### src/rtl/wl_tx_pkg.sv
package wl_tx_pkg;

    typedef enum logic [1:0] {
        PAD_NONE = 2'd0,
        PAD_TAIL = 2'd1,
        PAD_HEAD = 2'd2
    } pad_e;

    localparam logic [2:0] WLC_A    = 3'b000;
    localparam logic [2:0] WLC_B    = 3'b001;
    localparam logic [2:0] WLC_C    = 3'b010;
    localparam logic [2:0] WLC_FULL = 3'b011;
    localparam logic [2:0] WLC_TAIL = 3'b100;
    localparam logic [2:0] WLC_HEAD = 3'b101;

endpackage

### src/rtl/wl_decode.sv
module wl_decode
    import wl_tx_pkg::*;
#(
    parameter int DATA_W = 24,
    parameter int PAD_W  = 8,
    parameter int LEN_A  = 8,
    parameter int LEN_B  = 12,
    parameter int LEN_C  = 16,
    localparam int CNT_W = $clog2(DATA_W + PAD_W)
) (
    input  logic [2:0]       code,
    output logic             cfg_valid,
    output pad_e             cfg_pad,
    output logic [CNT_W-1:0] cfg_last
);
    always_comb begin
        cfg_valid = 1'b1;
        cfg_pad   = PAD_NONE;
        cfg_last  = CNT_W'(LEN_A - 1);
        case (code)
            WLC_A:    cfg_last = CNT_W'(LEN_A - 1);
            WLC_B:    cfg_last = CNT_W'(LEN_B - 1);
            WLC_C:    cfg_last = CNT_W'(LEN_C - 1);
            WLC_FULL: cfg_last = CNT_W'(DATA_W - 1);
            WLC_TAIL: begin
                cfg_pad  = PAD_TAIL;
                cfg_last = CNT_W'(DATA_W + PAD_W - 1);
            end
            WLC_HEAD: begin
                cfg_pad  = PAD_HEAD;
                cfg_last = CNT_W'(DATA_W + PAD_W - 1);
            end
            default:  cfg_valid = 1'b0;
        endcase
    end
endmodule

### src/rtl/tx_hold.sv
module tx_hold #(
    parameter int DATA_W = 24
) (
    input  logic              clk,
    input  logic              rst_n,
    input  logic              load_valid,
    input  logic [DATA_W-1:0] load_data,
    output logic              load_ready,
    input  logic              take,
    output logic              hold_full,
    output logic [DATA_W-1:0] hold_word
);
    typedef struct packed {
        logic              full;
        logic [DATA_W-1:0] data;
    } hold_t;

    hold_t h_q, h_d;
    logic  fire;

    assign load_ready = !h_q.full;
    assign fire       = load_valid && !h_q.full;
    assign hold_full  = h_q.full;
    assign hold_word  = h_q.data;

    always_comb begin
        h_d = h_q;
        if (fire) begin
            h_d.full = 1'b1;
            h_d.data = load_data;
        end else if (take) begin
            h_d.full = 1'b0;
        end
    end

    always_ff @(posedge clk or negedge rst_n) begin
        if (!rst_n) h_q <= '0;
        else        h_q <= h_d;
    end

    assert_load_fills_R6: assert property (@(posedge clk) disable iff (!rst_n)
        (load_valid && load_ready) |=> !load_ready);
    assert_keep_word_R6: assert property (@(posedge clk) disable iff (!rst_n)
        (h_q.full && !take) |=> (h_q.full && $stable(h_q.data)));
endmodule

### src/rtl/tx_shifter.sv
module tx_shifter
    import wl_tx_pkg::*;
#(
    parameter int DATA_W = 24,
    parameter int PAD_W  = 8,
    localparam int CNT_W = $clog2(DATA_W + PAD_W),
    localparam int IDX_W = $clog2(DATA_W)
) (
    input  logic              clk,
    input  logic              rst_n,
    input  logic              bit_en,
    input  logic              frame_start,
    input  logic              cfg_valid,
    input  pad_e              cfg_pad,
    input  logic [CNT_W-1:0]  cfg_last,
    input  logic              hold_full,
    input  logic [DATA_W-1:0] hold_word,
    output logic              take,
    output logic              sdo,
    output logic              active,
    output logic              wl_err,
    output logic              underrun
);
    typedef struct packed {
        logic              active;
        logic [CNT_W-1:0]  cnt;
        logic [CNT_W-1:0]  last;
        pad_e              pad;
        logic [DATA_W-1:0] word;
        logic              sdo;
        logic              wl_err;
        logic              underrun;
    } shf_t;

    shf_t s_q, s_d;
    logic at_last;
    logic start_ok;

    // Bit k of the frame, counted from the first bit sent.
    function automatic logic pick_bit(input logic [DATA_W-1:0] w,
                                      input pad_e p,
                                      input logic [CNT_W-1:0] k);
        int               pos;
        logic [IDX_W-1:0] bi;
        pos = int'(k);
        if (p == PAD_HEAD) pos = (pos < PAD_W) ? 0 : pos - PAD_W;
        if (pos >= DATA_W) pos = DATA_W - 1;
        bi = IDX_W'(DATA_W - 1 - pos);
        return w[bi];
    endfunction

    assign at_last  = s_q.active && (s_q.cnt == s_q.last);
    assign start_ok = bit_en && frame_start && (!s_q.active || at_last);

    always_comb begin
        logic [DATA_W-1:0] nw;
        s_d  = s_q;
        take = 1'b0;
        nw   = hold_full ? hold_word : s_q.word;
        if (start_ok) begin
            if (cfg_valid) begin
                take       = hold_full;
                s_d.underrun = !hold_full;
                s_d.wl_err = 1'b0;
                s_d.active = 1'b1;
                s_d.cnt    = '0;
                s_d.last   = cfg_last;
                s_d.pad    = cfg_pad;
                s_d.word   = nw;
                s_d.sdo    = pick_bit(nw, cfg_pad, '0);
            end else begin
                s_d.wl_err = 1'b1;
                s_d.active = 1'b0;
                s_d.sdo    = 1'b0;
            end
        end else if (bit_en && s_q.active) begin
            if (at_last) begin
                s_d.active = 1'b0;
                s_d.sdo    = 1'b0;
            end else begin
                s_d.cnt = s_q.cnt + 1'b1;
                s_d.sdo = pick_bit(s_q.word, s_q.pad, s_q.cnt + 1'b1);
            end
        end
    end

    always_ff @(posedge clk or negedge rst_n) begin
        if (!rst_n) s_q <= '0;
        else        s_q <= s_d;
    end

    assign sdo      = s_q.sdo;
    assign active   = s_q.active;
    assign wl_err   = s_q.wl_err;
    assign underrun = s_q.underrun;

    assert_start_R12: assert property (@(posedge clk) disable iff (!rst_n)
        (bit_en && frame_start && !s_q.active && cfg_valid) |=> active);
    assert_no_step_R12: assert property (@(posedge clk) disable iff (!rst_n)
        (s_q.active && !bit_en) |=> ($stable(s_q.cnt) && $stable(sdo) && active));
    assert_reserved_R5: assert property (@(posedge clk) disable iff (!rst_n)
        (bit_en && frame_start && !s_q.active && !cfg_valid) |=> (wl_err && !active));
    assert_len_held_R8: assert property (@(posedge clk) disable iff (!rst_n)
        (s_q.active && !(bit_en && at_last)) |=> ($stable(s_q.last) && $stable(s_q.pad)));
    assert_resend_R7: assert property (@(posedge clk) disable iff (!rst_n)
        (bit_en && frame_start && !s_q.active && cfg_valid && !hold_full)
        |=> (underrun && $stable(s_q.word)));
endmodule

### src/rtl/aux_pin_mux.sv
module aux_pin_mux (
    input  logic sync_mode,
    input  logic tx2_en,
    input  logic aux_dir_out,
    input  logic aux_sel_de,
    input  logic flag_bit,
    input  logic tx_active,
    output logic aux_out
);
    logic routed;

    always_comb begin
        routed  = sync_mode && !tx2_en && aux_dir_out;
        aux_out = 1'b0;
        if (routed) aux_out = aux_sel_de ? tx_active : flag_bit;
    end
endmodule

### src/rtl/wl_serial_tx.sv
module wl_serial_tx
    import wl_tx_pkg::*;
#(
    parameter int DATA_W = 24,
    parameter int PAD_W  = 8,
    localparam int CNT_W = $clog2(DATA_W + PAD_W)
) (
    input  logic              clk,
    input  logic              rst_n,
    input  logic              load_valid,
    input  logic [DATA_W-1:0] load_data,
    output logic              load_ready,
    input  logic              bit_en,
    input  logic              frame_start,
    input  logic [2:0]        wl_code,
    input  logic              sync_mode,
    input  logic              tx2_en,
    input  logic              aux_dir_out,
    input  logic              aux_sel_de,
    input  logic              flag_bit,
    output logic              sdo,
    output logic              aux_out,
    output logic              wl_err,
    output logic              underrun
);
    logic              cfg_valid;
    pad_e              cfg_pad;
    logic [CNT_W-1:0]  cfg_last;
    logic              take;
    logic              hold_full;
    logic [DATA_W-1:0] hold_word;
    logic              tx_active;

    wl_decode #(.DATA_W(DATA_W), .PAD_W(PAD_W)) u_decode (
        .code      (wl_code),
        .cfg_valid (cfg_valid),
        .cfg_pad   (cfg_pad),
        .cfg_last  (cfg_last)
    );

    tx_hold #(.DATA_W(DATA_W)) u_hold (
        .clk        (clk),
        .rst_n      (rst_n),
        .load_valid (load_valid),
        .load_data  (load_data),
        .load_ready (load_ready),
        .take       (take),
        .hold_full  (hold_full),
        .hold_word  (hold_word)
    );

    tx_shifter #(.DATA_W(DATA_W), .PAD_W(PAD_W)) u_shift (
        .clk         (clk),
        .rst_n       (rst_n),
        .bit_en      (bit_en),
        .frame_start (frame_start),
        .cfg_valid   (cfg_valid),
        .cfg_pad     (cfg_pad),
        .cfg_last    (cfg_last),
        .hold_full   (hold_full),
        .hold_word   (hold_word),
        .take        (take),
        .sdo         (sdo),
        .active      (tx_active),
        .wl_err      (wl_err),
        .underrun    (underrun)
    );

    aux_pin_mux u_aux (
        .sync_mode   (sync_mode),
        .tx2_en      (tx2_en),
        .aux_dir_out (aux_dir_out),
        .aux_sel_de  (aux_sel_de),
        .flag_bit    (flag_bit),
        .tx_active   (tx_active),
        .aux_out     (aux_out)
    );

    assert_aux_off_R11: assert property (@(posedge clk) disable iff (!rst_n)
        (!sync_mode || tx2_en || !aux_dir_out) |-> !aux_out);
    assert_take_frees_R6: assert property (@(posedge clk) disable iff (!rst_n)
        (!load_ready && bit_en && frame_start && !tx_active && cfg_valid) |=> load_ready);
endmodule

### config.mk
export PLATFORM = sky130hd
export DESIGN_NAME = wl_serial_tx
export DESIGN_NICKNAME = d
export VERILOG_FILES = /design/src/rtl/wl_tx_pkg.sv /design/src/rtl/wl_decode.sv /design/src/rtl/tx_hold.sv /design/src/rtl/tx_shifter.sv /design/src/rtl/aux_pin_mux.sv /design/src/rtl/wl_serial_tx.sv
export SDC_FILE = /design/constraint.sdc
export NUM_CORES = 1
export LEC_CHECK = 0
export BUFFER_PORTS_ARGS = -buffer_cell sky130_fd_sc_hd__clkbuf_2
export CORE_MARGIN = 4
export CORE_UTILIZATION = 28
export CTS_BUF_LIST = sky130_fd_sc_hd__clkbuf_8
export DETAILED_ROUTE_END_ITERATION = 10
export PLACE_DENSITY = 0.54
export SETUP_SLACK_MARGIN = 0.15
export SLEW_MARGIN = 40
export SYNTH_ARGS = -nofsm -noshare
export SYNTH_HDL_FRONTEND = slang
export SYNTH_HIERARCHICAL = 1
export SYNTH_SLANG_ARGS = --single-unit
### constraint.sdc
create_clock -name clk -period 2.7 [get_ports clk]
set_input_delay 0.27 -clock clk [delete_from_list [all_inputs] [get_ports clk]]
set_output_delay 0.27 -clock clk [all_outputs]
set_load 0.02 [all_outputs]
==> results.cfg, run 1 <==
[run_status]
run_status = complete, no violations

[place]
detailedPlace.worstSlack_ns = 0.153
placed_cells = 440
placement.io_buffers = 41
gp_congestion = 0.809
place_hpwl_mm = 4.77

[sta]
finalCritPeriodShare = 0.892
report.final.hold_viol_count = 0
period_needed_ns = 2.41
setup_viol = 0
final.setup.worst_slack_ns = 0.291
rsz0062_at_grt = no
fmax_ghz = 0.415
slew_headroom = 0.536
tightest_slew_ns = 0.695
fin_skew_ns = 0.00541
setup_tns_ns = 0
drv_slew = 0

[synthesis]
syn_area_um2 = 3320
synth_cells = 260
synth.area.top_cells = dfrtp_1 49%, mux2_2 14%, mux2_4 8.6%, mux2i_1 2.7%, nand2_1 2.2%
ys_ff_latch = 65
yosysWarningCount = 6
synth_top_cell_by_area = dfrtp_1
ys_types = 56
synth_enable_flop_cells = 0
async_reset_ff_frac = 1.00
synth_top_area_frac = 0.490
synth_ff_type = dfrtp_1
syn_avg_cell_area_um2 = 12.8
yosysSeqAreaShare = 0.490

[worst_setup_path]
worstPathRequired_ns = 2.91
rrSetupSlack_ns = 0.29
ff2ff_path_depth = 10
cp_max_fo = 7
cpMaxStageDelayCell = dfrtp_1
crit_path_end_kind = register
slowest_delay_ns = 0.41
regToRegEndpoint = u_shift/sdo$_DFFE_PN0P_
startpoint_type = register
r2r_start = u_shift/s_q[35]$_DFFE_PN0P_
crit_type = reg2reg
critPathArrivalTime_ns = 2.62
path_cells = buf_4 > and3_4 > xnor2_2 > a211oi_4 > buf_4 > mux2_2 > nand3_1 > nand3_1 > o22ai_2 > o221ai_2
startpoint = u_shift/s_q[35]$_DFFE_PN0P_

[power_and_ir_drop]
power_density_nw_per_um2 = 1160
power.total_uw = 4540
p_leak_uw = 0.00180
irDropWorstVdd_uv = 515

[grt]
use_met3 = 0.0344
grt_pass1_wl_mm = 11.1
antenna_found_initial = 0
grt_overflow = 0
grt_usage = 0.105
grt_pass1_vias = 2223
busiest_layer = met2
grt_max_degree = 39
grtUsageMet2 = 0.167
met1_usage = 0.135

[clock_network]
cts_buffers = 9
clk_latency_ns = 0.34
cts_max_path_buffers = 2
root_buffer = clkbuf_8
clock-sinks = 65
clk_pin_slew_worst_paths_ns = 0.07
cts_max_level = 3
cts_tree = done

[die]
design.core.area_um2 = 11500
start_util = 0.288
io_pins = 42
die_w_um = 117
die_area_um2 = 13700
rows = 39
die_h_um = 117

[drt]
ant_nets = 0
drt-total-wl_mm = 6.59
drtIter0Drc = 85
wire_per_inst_um = 14.4
firstDrtPassIters = 4
via_count = 2111
avgViaCountPerCell = 4.61
drc = 0

[layout]
finalNonFillerCells = 458
drive_above_1_share = 0.454
area_growth_pct = 18.1
final_cell_mix = 63 x dfrtp_1, 42 x mux2_2, 40 x clkbuf_2, 19 x nand2_1, 19 x mux2_4
layout_commonest_cell = dfrtp_1
nets = 349
antenna_cells = 0

[job]
cap_violations = 0

[worst_hold_path]
hold_start = load_data[6]
hold_end = u_hold/hold_word[6]$_DFFE_PN0P_
min_path_cells = 2
hp-class = in2reg
[worst max-delay path: cells and delay by family (launching register included)]
family / cells / cell delay, ns
buffers and inverters: 2 / 0.35
xor gates and xnor gates: 1 / 0.17
and+or+nand+nor: 3 / 0.36
muxes: 1 / 0.32
DFF: 1 / 0.41
AOI/OAI and AO/OA: 3 / 0.67
[power breakdown]
| part | internal, uW | total [uW] | switching [uW] |
|---|---|---|---|
| Clock | 425 | 808 | 382 |
| Sequential | 1410 | 1740 | 329 |
| Combinational | 1140 | 1990 | 858 |
| Total | 2970 | 4540 | 1570 |
[worst max-delay path by stage]
stage	slack, ns	depth (start not counted)	endpoint
6_report	0.29	10	u_shift/sdo$_DFFE_PN0P_
5_1_grt	0.16	10	u_shift/sdo$_DFFE_PN0P_
4_1_cts	0.24	9	u_shift/sdo$_DFFE_PN0P_
3_5_place_dp	0.15	9	u_shift/sdo$_DFFE_PN0P_
3_3_place_gp	0.26	9	u_shift/sdo$_DFFE_PN0P_
2_1_floorplan	0.23	10	u_shift/sdo$_DFFE_PN0P_
[per-layer routing]
metal  vias to the layer above  share of wire
met1                      1022           0.47
met3                         6          0.045
met4                         0          0.011
li1                       1039              -
met5                         -              0
met2                        44           0.47
[cells by family (layout without fill, tap and decap cells)]
group	after synthesis	after routing	share of synthesized area
other	1	2	0.00113
adder cells (fa/ha/maj)	1	1	0.00377
XOR/XNOR	11	11	0.0336
AND/OR/NAND/NOR	61	61	0.0988
buffers and inverters	19	73	0.0400
flip-flops	65	65	0.490
AO/OA/AOI/OAI	31	31	0.0732
multiplexers	71	71	0.259
[per-stage QoR]
step,cell area (um2),hold slack [ns],util
after floorplan,3320,-0.0256,-
after global placement,3680,0.374,0.319
after detailed placement,3680,0.387,0.319
after CTS,3880,0.129,0.337
after global routing,3920,0.132,0.340
final,3920,0.152,0.340
[Yosys cell counts (3+ instances only)]
master	count
buf_2	4
inv_1	4
nand2b_1	3
dfrtp_1	65
o21ai_0	7
buf_6	5
nor2b_1	4
mux2_2	42
mux2i_1	9
buf_4	5
nor3_1	4
nand2_1	19
nor2_1	7
nand3_1	9
xor2_1	4
xnor2_1	5
mux2_4	19
[area by class of cell]
cell class,instances,area (um2)
clock buffers,9,124
clock inverters,6,68.8
fillers,1180,7600
inverters,4,15.0
multi-input cells,177,1580
flip-flops and latches,65,1630
well taps,143,179
repair buffers,54,318
[what timing repair did]
| action | CTS | global route |
|---|---|---|
| pin swaps | 0 | 3 |
| endpoints found under the setup margin | 1 | 1 |
| endpoints found under the hold margin | 2 | 0 |
| setup buffers | 0 | 2 |
| resized for setup | 2 | 3 |
| hold buffers | 1 | 0 |
Note: power is estimated with default switching activity, not from simulation.
==> run 2, diff against run 1 <==
--- a/config.mk
+++ b/config.mk
@@ -7,10 +7,10 @@
 export LEC_CHECK = 0
 export BUFFER_PORTS_ARGS = -buffer_cell sky130_fd_sc_hd__clkbuf_2
 export CORE_MARGIN = 4
-export CORE_UTILIZATION = 28
+export CORE_UTILIZATION = 55
 export CTS_BUF_LIST = sky130_fd_sc_hd__clkbuf_8
 export DETAILED_ROUTE_END_ITERATION = 10
-export PLACE_DENSITY = 0.54
+export PLACE_DENSITY = 0.86
 export SETUP_SLACK_MARGIN = 0.15
 export SLEW_MARGIN = 40
 export SYNTH_ARGS = -nofsm -noshare
==> results.cfg, run 2 (synthesized netlist as in run 1, its figures left out) <==
[die]
rows = 28
die_w_um = 85.7
die_h_um = 85.7
io_pins = 42
start_util = 0.564
die_area_um2 = 7340
design.core.area_um2 = 5890

[drt]
drc = 0
drt-total-wl_mm = 6.07
drtIter0Drc = 179
wire_per_inst_um = 15.8
via_count = 2133
ant_nets = 0
avgViaCountPerCell = 5.54
firstDrtPassIters = 4

[layout]
layout_commonest_cell = dfrtp_1
final_cell_mix = 62 x dfrtp_1, 42 x mux2_2, 40 x clkbuf_2, 19 x nand2_1, 19 x mux2_4
seq_area_um2 = 1630
area_growth_pct = 13.6
fill_cells = 450
multi_input_area_um2 = 1590
drive_above_1_share = 0.448
antenna_cells = 0
nets = 344
postLayoutCellArea_um2 = 3770

[clock_network]
cts_tree = done
root_buffer = clkbuf_8
cts_max_level = 3
cts_max_path_buffers = 2
clock-sinks = 65
clk_pin_slew_worst_paths_ns = 0.07
cts_buffers = 9
clk_latency_ns = 0.35

[sta]
rsz0062_at_grt = no
drv_slew = 0
report.final.hold_viol_count = 31
slew_headroom = 0.528
fmax_ghz = 0.417
setup_tns_ns = 0
tightest_slew_ns = 0.701
setup_viol = 0
finalCritPeriodShare = 0.888
whs_ns = -0.0318
fin_skew_ns = 0.00862
period_needed_ns = 2.40

[run_status]
run_status = finished with violations
violations = hold timing

[grt]
grt_usage = 0.178
grt_pass1_wl_mm = 10.1
grt_pass1_vias = 2181
antenna_found_initial = 0
grt_max_degree = 35
grt_overflow = 0

[worst_setup_path]
startpoint_type = register
worst-path-buf-inv = 0
crit_path_end_kind = register
cp_max_fo = 10
slowest_delay_ns = 0.42
cpMaxStageDelayCell = dfrtp_1
path_cells = ha_4 > and3b_1 > o2111ai_1 > nand3_2 > mux2_2 > nor2_1 > a211oi_1 > o22ai_2 > o221ai_2
cpLargestDelayFamily = compound AO/OA/AOI/OAI gates
crit_type = reg2reg
worstPathRequired_ns = 2.96
critPathArrivalTime_ns = 2.66

[place]
gp_congestion = 0.932
placed_area_um2 = 3570
placement.io_buffers = 41
place_hpwl_mm = 4.29

[worst_hold_path]
hp-class = in2async

[power_and_ir_drop]
power_density_nw_per_um2 = 1160
p_leak_uw = 0.00178
irDropWorstVdd_uv = 562

[job]
cap_violations = 0
-- run 2: cell count changes in the layout (fill, tap and decap cells not counted) --
cell | previous run | this run
dfrtp_1 | 63 | 62
a2111oi_2 | 0 | 1
inv_6 | 1 | 0
clkinv_4 | 2 | 0
a2111oi_1 | 1 | 0
clkinv_2 | 1 | 2
bufinv_16 | 1 | 0
dlygate4sd3_1 | 1 | 0
dfrtp_2 | 2 | 3
inv_1 | 4 | 6
clkbuf_8 | 9 | 10
buf_4 | 11 | 7
-- run 2: cell type report --
cell class                      count  area share
Sequential cell                    65       0.433
Multi-Input combinational cell    177       0.421
Inverter                            4     0.00399
Tap cell                           75      0.0249
Clock buffer                       10      0.0365
Clock inverter                      5     0.00664
Timing Repair Buffer               49      0.0737
-- run 2: metrics by stage --
step                      hold slack, ns  utilization  std cells  worst slack, ns  total power [uW]
after CTS                         0.0136        0.634        384            0.203              4300
after detailed placement           0.387        0.607        369            0.214              3600
final                            -0.0318        0.640        385            0.303              4380
after global routing              0.0228        0.640        385            0.176              4680
after global placement             0.380        0.607        369            0.270              3510
after floorplan                  -0.0256            -        261            0.234              3210
-- run 2: final timing paths --
kind,slack (ns),depth (start not counted),from,end
worst min-delay path,-0.03,1,rst_n,u_hold/hold_word[5]$_DFFE_PN0P_
worst max-delay path,0.30,9,u_shift/s_q[34]$_DFFE_PN0P_,u_shift/sdo$_DFFE_PN0P_
worst max register to register,0.30,9,u_shift/s_q[34]$_DFFE_PN0P_,u_shift/sdo$_DFFE_PN0P_
max in group asynchronous,2.10,2,rst_n,u_shift/s_q[36]$_DFFE_PN0P_
worst min register to register,0.48,2,u_shift/underrun$_DFFE_PN0P_,u_shift/underrun$_DFFE_PN0P_
min in group clk,0.15,2,load_data[7],u_hold/hold_word[7]$_DFFE_PN0P_
-- run 2: where the power goes --
group / internal [uW] / switching, uW
registers: 1410 / 325
clock network: 342 / 344
logic: 1100 / 860
total: 2850 / 1530
-- run 2: what timing repair did --
item                       4_1_cts  5_1_grt
gates resized for setup          0        7
setup buffers                    0        1
setup endpoints to repair        0        1
hold buffers                     0        0
-- run 2: per-layer routing --
layer  wire length [um]  track usage  vias to the layer above
li1                   -            -                     1026
met1               2600        0.221                     1058
met2               3120        0.294                       39
met3                241       0.0509                       10
met4                110       0.0691                        0
met5                  0            0                        -
